File: config.mk
export PLATFORM = sky130hd
export DESIGN_NAME = key_scan_capture
export DESIGN_NICKNAME = d
export VERILOG_FILES = /design/src/rtl/kscan_pkg.sv /design/src/rtl/scan_stepper.sv /design/src/rtl/col_prio_enc.sv /design/src/rtl/sweep_debounce.sv /design/src/rtl/keycode_reg.sv /design/src/rtl/key_scan_capture.sv
export SDC_FILE = /design/constraint.sdc
export NUM_CORES = 1
export LEC_CHECK = 0
export BUFFER_PORTS_ARGS = -buffer_cell sky130_fd_sc_hd__buf_2
export CAP_MARGIN = 20
export CORE_ASPECT_RATIO = 0.8
export CORE_UTILIZATION = 50
export CTS_CLUSTER_SIZE = 10
export DETAILED_ROUTE_END_ITERATION = 10
export PLACE_DENSITY = 0.74
export SETUP_SLACK_MARGIN = 0.2
export SLEW_MARGIN = 5
export SYNTH_ARGS = -nofsm -noshare
export SYNTH_HDL_FRONTEND = slang
export SYNTH_SLANG_ARGS = --single-unit
File: constraint.sdc
create_clock -name clk -period 3 [get_ports clk]
set_input_delay 0.45 -clock clk [delete_from_list [all_inputs] [get_ports clk]]
set_output_delay 0.45 -clock clk [all_outputs]
set_load 0.1 [all_outputs]
File: src/rtl/kscan_pkg.sv
package kscan_pkg;
  typedef enum logic {ARM_READY = 1'b0, ARM_SPENT = 1'b1} arm_e;
endpackage

File: src/rtl/scan_stepper.sv
module scan_stepper #(
  parameter int STEPS       = 6,
  parameter int STEP_CYCLES = 4,
  localparam int STEPW      = (STEPS > 1) ? $clog2(STEPS) : 1
) (
  input  logic             clk,
  input  logic             rst_n,
  output logic [STEPW-1:0] step_o,
  output logic             tick_o,
  output logic             sweep_end_o
);
  localparam logic [STEPW-1:0] LAST_STEP = STEPW'(STEPS - 1);

  generate
    if (STEP_CYCLES > 1) begin : g_div
      localparam int SUBW = $clog2(STEP_CYCLES);
      logic [SUBW-1:0] sub_q;
      always_ff @(posedge clk) begin
        if (!rst_n)      sub_q <= '0;
        else if (tick_o) sub_q <= '0;
        else             sub_q <= sub_q + 1'b1;
      end
      assign tick_o = (sub_q == SUBW'(STEP_CYCLES - 1));
    end else begin : g_nodiv
      assign tick_o = 1'b1;
    end
  endgenerate

  always_ff @(posedge clk) begin
    if (!rst_n) step_o <= '0;
    else if (tick_o) step_o <= (step_o == LAST_STEP) ? '0 : step_o + 1'b1;
  end

  assign sweep_end_o = tick_o && (step_o == LAST_STEP);

  // step stays in range and moves only on a tick
  a_r1_step_range: assert property (@(posedge clk) disable iff (!rst_n)
    step_o <= LAST_STEP);
  a_r1_step_wrap: assert property (@(posedge clk) disable iff (!rst_n)
    (tick_o && step_o == LAST_STEP) |=> step_o == '0);
  a_r1_step_hold: assert property (@(posedge clk) disable iff (!rst_n)
    !tick_o |=> $stable(step_o));
endmodule

File: src/rtl/col_prio_enc.sv
module col_prio_enc #(
  parameter int COLS  = 4,
  localparam int COLW = (COLS > 1) ? $clog2(COLS) : 1
) (
  input  logic [COLS-1:0] col_i,
  output logic            hit_o,
  output logic [COLW-1:0] idx_o
);
  always_comb begin
    idx_o = '0;
    for (int c = COLS - 1; c >= 0; c--) begin
      if (col_i[c]) idx_o = COLW'(c);
    end
  end
  assign hit_o = |col_i;
endmodule

File: src/rtl/sweep_debounce.sv
module sweep_debounce
  import kscan_pkg::*;
#(
  parameter int STEPS     = 6,
  parameter int KEY_ROWS  = 5,
  parameter int COLS      = 4,
  parameter int DEB_SCANS = 4,
  localparam int STEPW    = (STEPS > 1) ? $clog2(STEPS) : 1,
  localparam int COLW     = (COLS > 1) ? $clog2(COLS) : 1,
  localparam int CODEW    = STEPW + COLW,
  localparam int CNTW     = $clog2(DEB_SCANS + 1)
) (
  input  logic             clk,
  input  logic             rst_n,
  input  logic             tick_i,
  input  logic             sweep_end_i,
  input  logic [STEPW-1:0] step_i,
  input  logic             hit_i,
  input  logic [COLW-1:0]  idx_i,
  input  logic             busy_i,
  output logic             cap_o,
  output logic [CODEW-1:0] cap_code_o
);
  localparam logic [CNTW-1:0] CNT_MAX = CNTW'(DEB_SCANS);

  logic             found_q, prev_hit_q;
  logic [CODEW-1:0] code_q, prev_code_q;
  logic [CNTW-1:0]  cnt_q, rel_q, cnt_next, rel_next;
  arm_e             arm_q;
  logic             hit_now, cur_found;
  logic [CODEW-1:0] cur_code;

  assign hit_now   = tick_i && (32'(step_i) < KEY_ROWS) && hit_i;
  assign cur_found = found_q || hit_now;
  assign cur_code  = found_q ? code_q : {step_i, idx_i};

  always_comb begin
    if (!cur_found)
      cnt_next = '0;
    else if (prev_hit_q && cur_code == prev_code_q)
      cnt_next = (cnt_q == CNT_MAX) ? cnt_q : cnt_q + 1'b1;
    else
      cnt_next = CNTW'(1);
    if (cur_found)
      rel_next = '0;
    else
      rel_next = (rel_q == CNT_MAX) ? rel_q : rel_q + 1'b1;
  end

  assign cap_o = sweep_end_i && cur_found && (arm_q == ARM_READY)
                 && !busy_i && (cnt_next >= CNT_MAX);
  assign cap_code_o = cur_code;

  always_ff @(posedge clk) begin
    if (!rst_n) begin
      found_q <= 1'b0;
      code_q  <= '0;
    end else if (sweep_end_i) begin
      found_q <= 1'b0;
    end else if (hit_now && !found_q) begin
      found_q <= 1'b1;
      code_q  <= cur_code;
    end
  end

  always_ff @(posedge clk) begin
    if (!rst_n) begin
      cnt_q       <= '0;
      rel_q       <= '0;
      prev_hit_q  <= 1'b0;
      prev_code_q <= '0;
      arm_q       <= ARM_READY;
    end else if (sweep_end_i) begin
      cnt_q       <= cnt_next;
      rel_q       <= rel_next;
      prev_hit_q  <= cur_found;
      prev_code_q <= cur_code;
      if (cap_o)                  arm_q <= ARM_SPENT;
      else if (rel_next >= CNT_MAX) arm_q <= ARM_READY;
    end
  end

  // captures fall only on sweep ends
  a_r4_cap_on_sweep: assert property (@(posedge clk) disable iff (!rst_n)
    cap_o |-> sweep_end_i);
  // no capture while a request is pending
  a_r9_no_cap_busy: assert property (@(posedge clk) disable iff (!rst_n)
    busy_i |-> !cap_o);
  // a captured code never names a non-key step
  a_r3_row_range: assert property (@(posedge clk) disable iff (!rst_n)
    cap_o |-> 32'(cap_code_o[CODEW-1:COLW]) < KEY_ROWS);
  // a capture disarms until release
  a_r6_single: assert property (@(posedge clk) disable iff (!rst_n)
    cap_o |=> arm_q == ARM_SPENT);
endmodule

File: src/rtl/keycode_reg.sv
module keycode_reg #(
  parameter int CODEW = 5
) (
  input  logic             clk,
  input  logic             rst_n,
  input  logic             cap_i,
  input  logic [CODEW-1:0] code_i,
  input  logic             fn_rd_i,
  input  logic             irq_clr_i,
  output logic             irq_o,
  output logic [CODEW-1:0] rd_data_o
);
  logic [CODEW-1:0] code_q;

  always_ff @(posedge clk) begin
    if (!rst_n) begin
      code_q <= '0;
      irq_o  <= 1'b0;
    end else if (cap_i) begin
      code_q <= code_i;
      irq_o  <= 1'b1;
    end else if (fn_rd_i || irq_clr_i) begin
      irq_o  <= 1'b0;
    end
  end

  assign rd_data_o = fn_rd_i ? code_q : '0;

  // capture loads code and raises request together
  a_r5_load: assert property (@(posedge clk) disable iff (!rst_n)
    cap_i |=> irq_o && code_q == $past(code_i));
  // read of a pending request drops it
  a_r7_read_drop: assert property (@(posedge clk) disable iff (!rst_n)
    (fn_rd_i && irq_o) |=> !irq_o);
  // clear drops the request
  a_r8_clear: assert property (@(posedge clk) disable iff (!rst_n)
    (irq_clr_i && !cap_i) |=> !irq_o);
  // stored code holds while waiting
  a_r9_hold: assert property (@(posedge clk) disable iff (!rst_n)
    irq_o |=> $stable(code_q));
endmodule

File: src/rtl/key_scan_capture.sv
module key_scan_capture #(
  parameter int STEPS       = 6,
  parameter int STEP_CYCLES = 4,
  parameter int KEY_ROWS    = 5,
  parameter int COLS        = 4,
  parameter int DEB_SCANS   = 4,
  localparam int STEPW      = (STEPS > 1) ? $clog2(STEPS) : 1,
  localparam int COLW       = (COLS > 1) ? $clog2(COLS) : 1,
  localparam int CODEW      = STEPW + COLW
) (
  input  logic             clk,
  input  logic             rst_n,
  input  logic [COLS-1:0]  col_i,
  input  logic             fn_rd_i,
  input  logic             irq_clr_i,
  output logic [STEPW-1:0] scan_step_o,
  output logic             key_irq_o,
  output logic [CODEW-1:0] host_rd_data_o
);
  logic             tick, sweep_end, hit, cap;
  logic [COLW-1:0]  idx;
  logic [CODEW-1:0] cap_code;

  scan_stepper #(.STEPS(STEPS), .STEP_CYCLES(STEP_CYCLES)) u_step (
    .clk(clk), .rst_n(rst_n), .step_o(scan_step_o),
    .tick_o(tick), .sweep_end_o(sweep_end));

  col_prio_enc #(.COLS(COLS)) u_enc (
    .col_i(col_i), .hit_o(hit), .idx_o(idx));

  sweep_debounce #(.STEPS(STEPS), .KEY_ROWS(KEY_ROWS), .COLS(COLS),
                   .DEB_SCANS(DEB_SCANS)) u_deb (
    .clk(clk), .rst_n(rst_n), .tick_i(tick), .sweep_end_i(sweep_end),
    .step_i(scan_step_o), .hit_i(hit), .idx_i(idx), .busy_i(key_irq_o),
    .cap_o(cap), .cap_code_o(cap_code));

  keycode_reg #(.CODEW(CODEW)) u_reg (
    .clk(clk), .rst_n(rst_n), .cap_i(cap), .code_i(cap_code),
    .fn_rd_i(fn_rd_i), .irq_clr_i(irq_clr_i),
    .irq_o(key_irq_o), .rd_data_o(host_rd_data_o));

  // reset leaves no request
  a_r10_reset_quiet: assert property (@(posedge clk)
    !rst_n |=> !key_irq_o);
endmodule

==> Word level (Yosys, flattened, before mapping) <==
Index checks and enable logic that the tools add are counted.
{ "totals": {"out_inout_bits": 9, "inputBits": 8, "reg_bits": 30, "word_cells": 62} }
{ "classes": {"reduce_logical": 20, "order_cmp": 3, "add_sub_neg": 4, "n_bitwise": 3, "n_mux": 16, "n_eq_ne": 5} }
{ "op_table": {"columns": ["operator", "count"], "rows": [
  ["3-bit two-way mux", 6],
  ["5-bit two-way mux", 2],
  ["3-bit by 1-bit adder with 3-bit output, second input constant", 3],
  ["3-bit equality test, second input constant", 3],
  ["1-bit logical AND", 9],
  ["2-bit two-way mux", 4],
  ["3-bit >= comparator, second input constant", 2],
  ["5-bit equality test", 1],
  ["1-bit two-way mux", 4],
  ["2-bit AND reduction", 2],
  ["2-bit nonzero test", 2],
  ["2-bit OR reduction", 2],
  ["4-bit OR reduction", 1],
  ["3-bit less-than comparator, second input constant", 1],
  ["1-bit NOT", 3],
  ["2-bit by 1-bit adder with 2-bit output, second input constant", 1],
  ["2-bit equality test, second input constant", 1],
  ["1-bit logical NOT", 2],
  ["1-bit logical OR", 2]
]} }

==> Depth between registers and ports, before layout <==
{ "logic_depth": {"ltp_word": 13, "depth_mapped": 7, "depth_no_buf": 7} }

==> Modules after synthesis <==
A second synthesis with hierarchy kept.
{ "unflattened": {"cells_unflattened": 164, "hier_area_um2": 1571.5} }
{ "modules_own_cells": {"columns": ["mod", "cells_each", "seq_area_each_um2", "area_each_um2", "instances"], "rows": [
  ["sweep_debounce", 115, 380.4, 1057.3, 1],
  ["keycode_reg", 24, 120.1, 259.0, 1],
  ["scan_stepper", 18, 100.1, 220.2, 1],
  ["col_prio_enc", 7, 0.0, 35.0, 1]
]} }

==> Worst setup path after synthesis <==
OpenSTA, ideal clock, no wires.
{ "synth_timing": {"path_type": "register to register", "start": "register u_step.step_o[2]", "end": "register u_reg.code_q[2]", "period_less_slack_ns": 2.500, "n_path_buf": 1, "required_time_ns": 2.865, "slack_ns": 0.500, "arrival_ns": 2.365, "stages_incl_launch_ff": 6, "setup_time_ns": 0.135, "path_cell_list": "dfxtp_1 clkbuf_1 nand4b_1 or4_1 nor3_2 a211oi_1"} }
{ "synth_via": {"elab_chain_len": 8, "word_cells_on_any_way": 16} }
{ "synth_rtl": {"columns": ["item", "line", "text"], "rows": [
  ["start, declared", "scan_stepper.sv:8", "output logic [STEPW-1:0] step_o,"],
  ["start signal, assigned", "scan_stepper.sv:31", "else if (tick_o) step_o <= (step_o == LAST_STEP) ? '0 : step_o + 1'b1;"],
  ["branches (longest 7 deep; another with 3-bit less-than comparator)", null, null],
  ["1-bit logical AND *", "sweep_debounce.sv:51", "&& !busy_i && (cnt_next >= CNT_MAX);"],
  ["end signal, assigned", "keycode_reg.sv:20", "code_q <= code_i;"],
  ["end, declared", "keycode_reg.sv:13", "logic [CODEW-1:0] code_q;"]
]} }
Mark *: on every way between the ends.
A chain may end at the register's enable or synchronous reset.

==> Final worst setup path <==
{ "layout_timing": {"start": "register u_deb.found_q", "end": "register u_deb.cnt_q[1]"} }
{ "layout_via": {"elab_chain_len": 5, "word_cells_on_any_way": 6} }
{ "layout_rtl": {"columns": ["item", "line", "text"], "rows": [
  ["start, declared", "sweep_debounce.sv:26", "logic found_q, prev_hit_q;"],
  ["start signal, assigned", "sweep_debounce.sv:56", "found_q <= 1'b0;"],
  ["start signal, assigned", "sweep_debounce.sv:59", "found_q <= 1'b0;"],
  ["start signal, assigned", "sweep_debounce.sv:61", "found_q <= 1'b1;"],
  ["5-bit two-way mux", "sweep_debounce.sv:35", "assign cur_code = found_q ? code_q : {step_i, idx_i};"],
  ["5-bit equality test", "sweep_debounce.sv:40", "else if (prev_hit_q && cur_code == prev_code_q)"],
  ["1-bit logical AND", "sweep_debounce.sv:40", null],
  ["3-bit two-way mux", "sweep_debounce.sv:40", null],
  ["3-bit two-way mux *", "sweep_debounce.sv:38", "if (!cur_found)"],
  ["end signal, assigned", "sweep_debounce.sv:74", "cnt_q <= cnt_next;"],
  ["end, declared", "sweep_debounce.sv:28", "logic [CNTW-1:0] cnt_q, rel_q, cnt_next, rel_next;"]
]} }
Mark *: on every way between the ends. The rest lies on a longest branch, timed or not.

==> summary.md <==
| Metric | Value |
|---|---|
| NetSw | `between 0.00015 and 0.0002 W` |
| Fin crit share | `0.762` |
| Peak supply drop | `approximately 300 µV` |
| CTS Buf Count | `5` |
| Initial DRT Pass Iterations | `4` |
| Port Buffer Count | `16` |
| Routed wire length | `3.07 mm` |
| Initial antenna violation count | `0` |
| Synth area leader | `dfxtp_1` |
| Kind of end point of the critical path | `register` |
| CP max FO | `16` |
| Post-synth EDFFs | `0` |
| Leak | `around 0.62 nW` |
| Area of the multi-input gates | `roughly 840 µm²` |
| Cells after Synth | `between 150 and 200` |
| Top_reg_cell synth | `dfxtp_1` |
| Worst Hold Path Cells | `2` |
| Fin. max-slew vios | `0` |
| Syn nets | `185` |
| Yosys cell types | `41` |
| Area Growth Syn to Fin | `11.9%` |
| Rel. slew slack | `0.515` |
| CTS tree | `done` |
| Synth Warn # | `0` |
| Slowest CP cell | `dfxtp_1` |
| Root buffer cell | `clkbuf_8` |
| Iter 0 DRT Violations | `84` |
| Layout cell share with drive strength beyond 1 | `0.164` |
| Row count | `17` |
| Remaining Overflow, GRT | `0` |
| Setup CP Type | `register to register` |
| I/O Pins | `17` |
| Status | `finished, final reports clean` |
| Worst-Skew Late Latency | `about 280 ps` |
| WHS | `between 400 and 500 ps` |
| Starting density of the core | `0.537` |
| # diodes | `0` |
| PwrDens | `around 460 mW/mm²` |
| CP delay by family, top | `simple AND/OR/NAND/NOR gates` |
| Critical Path RT | `about 3200 ps` |
| Post-synth top area share | `0.399` |
| Critical Path Start Type | `register` |
| # H-tree levels | `2` |
| Internal power | `0.000584 W` |
| Area contributors post-synth | `dfxtp_1 (40%), nor2_1 (4.7%), ha_1 (4.2%), a21oi_1 (4.0%), a211oi_1 (3.5%)` |
| CP Depth | `5` |
| Hold Path Class | `primary input to register` |
| Core Area | `between 0.002 and 0.003 mm²` |
| Switching share of power | `0.244` |
| Power, Total | `0.000772 W` |
| Hpwl dp | `around 2.2 mm` |
| Most used cells in the layout excluding fill and tap cells | `dfxtp_1 (30), nor2_1 (19), buf_2 (16), a21oi_1 (12), nand2_1 (8)` |
| CP bufs+invs | `0` |
| Final Util | `0.600` |
| DRC errors left | `0` |
| Largest net degree at the start of global routing | `29` |
| WP data arrival | `around 2500 ps` |
| Hold Violations, Final | `0` |
| First-pass GRT wire length | `between 5 and 6 mm` |
| Worst Skew | `approximately 3.1 ps` |
| Worst-path clk slew | `60 ps` |
| Die Y | `between 50 and 60 µm` |
| Via count | `~1300` |
| Syn avg cell area | `between 8 and 9 µm²` |
| # hold bufs at CTS | `0` |
| Layout fillers | `between 200 and 300` |
| Clock power frac | `0.387` |
| Final setup viols | `0` |
| FF/Latch Area | `between 600 and 700 µm²` |
| Die Wd | `approximately 63 µm` |
| Tightest Pin Transition | `around 720 ps` |
| Die Area | `0.00324 mm²` |
| Routed length per instance | `approximately 14 µm` |
| Post-CTS sizing | `0` |
| Asr flop ratio synth | `0` |
| DRT antenna net count | `0` |
| GRT Overall Usage | `0.220` |
| Placer Congestion | `roughly 0.86` |
| Bufs on Longest Clock Path | `2` |
| Sinks on the clock net | `30` |
| Synthesized area | `between 0.0015 and 0.002 mm²` |
| Postcts setup bufs | `0` |
| Setup TNS | `0 ps` |
| Logic gate share of total power | `0.077` |
| FF-to-FF path depth | `5` |
| Yosys reg bits | `30` |
| Final Critical Period | `~2300 ps` |
| RSZ-0062 raised after global routing | `no` |
| Crit-path max cell delay | `720 ps` |
| Final #Nets | `slightly above 200` |
| Commonest non-fill, non-tap cell in the layout | `dfxtp_1` |
| Max Cap Viol | `0` |
| Seq pwr share | `0.536` |
| FMAX | `between 0.4 and 0.5 GHz` |
| Sequential area share after synthesis | `0.399` |
| Number of global-route vias before repair | `1269` |
| Vias per inst | `between 5 and 6` |
| Crit path cell chain | `mux2i_2 > xor2_1 > nand4_2 > or4_1 > a21oi_1` |
## final timing paths
check             slack, ps                             start                                to
setup reg to reg        710        u_deb.found_q$_SDFFE_PP0P_       u_deb.cnt_q[1]$_SDFFE_PN0P_
setup / recovery        710        u_deb.found_q$_SDFFE_PP0P_       u_deb.cnt_q[1]$_SDFFE_PN0P_
hold reg to reg         430  u_step.g_div.sub_q[0]$_SDFF_PP0_  u_step.g_div.sub_q[0]$_SDFF_PP0_
hold / removal          410                             rst_n          u_reg.irq_o$_SDFFE_PN0P_
## layer usage
| layer | global-route usage | vias to the layer above | routed length, µm |
|---|---|---|---|
| met4 | 0.140 | 0 | 76 |
| met2 | 0.371 | 15 | 1480 |
| met5 | 0 | - | 0 |
| li1 | - | 660 | - |
| met3 | 0.0536 | 8 | 79 |
| met1 | 0.252 | 615 | 1440 |
## flip-flops by register name, indices dropped and copies added (netlist names)
| signal | count |
|---|---|
| u_step.g_div.sub_q | 2 |
| u_deb.prev_hit_q | 1 |
| u_deb.code_q | 5 |
| u_deb.prev_code_q | 5 |
| u_reg.code_q | 5 |
| u_reg.irq_o | 1 |
| u_deb.rel_q | 3 |
| u_step.step_o | 3 |
| u_deb.found_q | 1 |
| u_deb.cnt_q | 3 |
| u_deb.arm_q | 1 |
## synth_stat cells (4+ instances only)
library cell	n
a211oi_1	7
a21oi_1	12
a31oi_1	6
and2_1	6
dfxtp_1	30
ha_1	5
inv_1	7
mux2i_1	4
nand2_1	8
nand3_1	5
nor2_1	19
nor3_1	6
nor3b_1	4
o21ai_0	7
or4_1	4
xor2_1	5
## area by class of cell
class | count | area share
clock buffers | 7 | 0.0453
inverters | 8 | 0.0178
multi-input cells | 126 | 0.496
flip-flops and latches | 30 | 0.356
well taps | 38 | 0.0282
repair buffers | 18 | 0.0564
## worst reg2reg max path: stages (launching register included)
cell     delay (ps)
dfxtp_1         720
mux2i_2         360
xor2_1          240
nand4_2         200
or4_1           550
a21oi_1         140
## power groups by stage
stage,registers (W),clock network [W],logic [W]
after floorplan,0.000426,0,0.0000419
after global placement,0.000422,0,0.0000572
after detailed placement,0.000422,0,0.0000593
after CTS,0.000414,0.000309,0.0000595
after global routing,0.000414,0.000326,0.0000659
final,0.000414,0.000299,0.0000593
## stage by stage
stage | instance area (µm²) | setup WS, ps | std cells
floorplan | 1510 | 500 | 172
global placement | 1610 | 806 | 220
detailed placement | 1610 | 745 | 220
CTS | 1690 | 733 | 227
global route | 1690 | 506 | 227
finish | 1690 | 714 | 227
## cells by family after synthesis
family,share of synthesized area
compound gates,0.180
xor+xnor,0.0407
fa+ha+maj,0.0415
buf+inv,0.0465
flops,0.399
mux,0.0540
simple gates,0.238
Power figures use the tool's default switching activity.
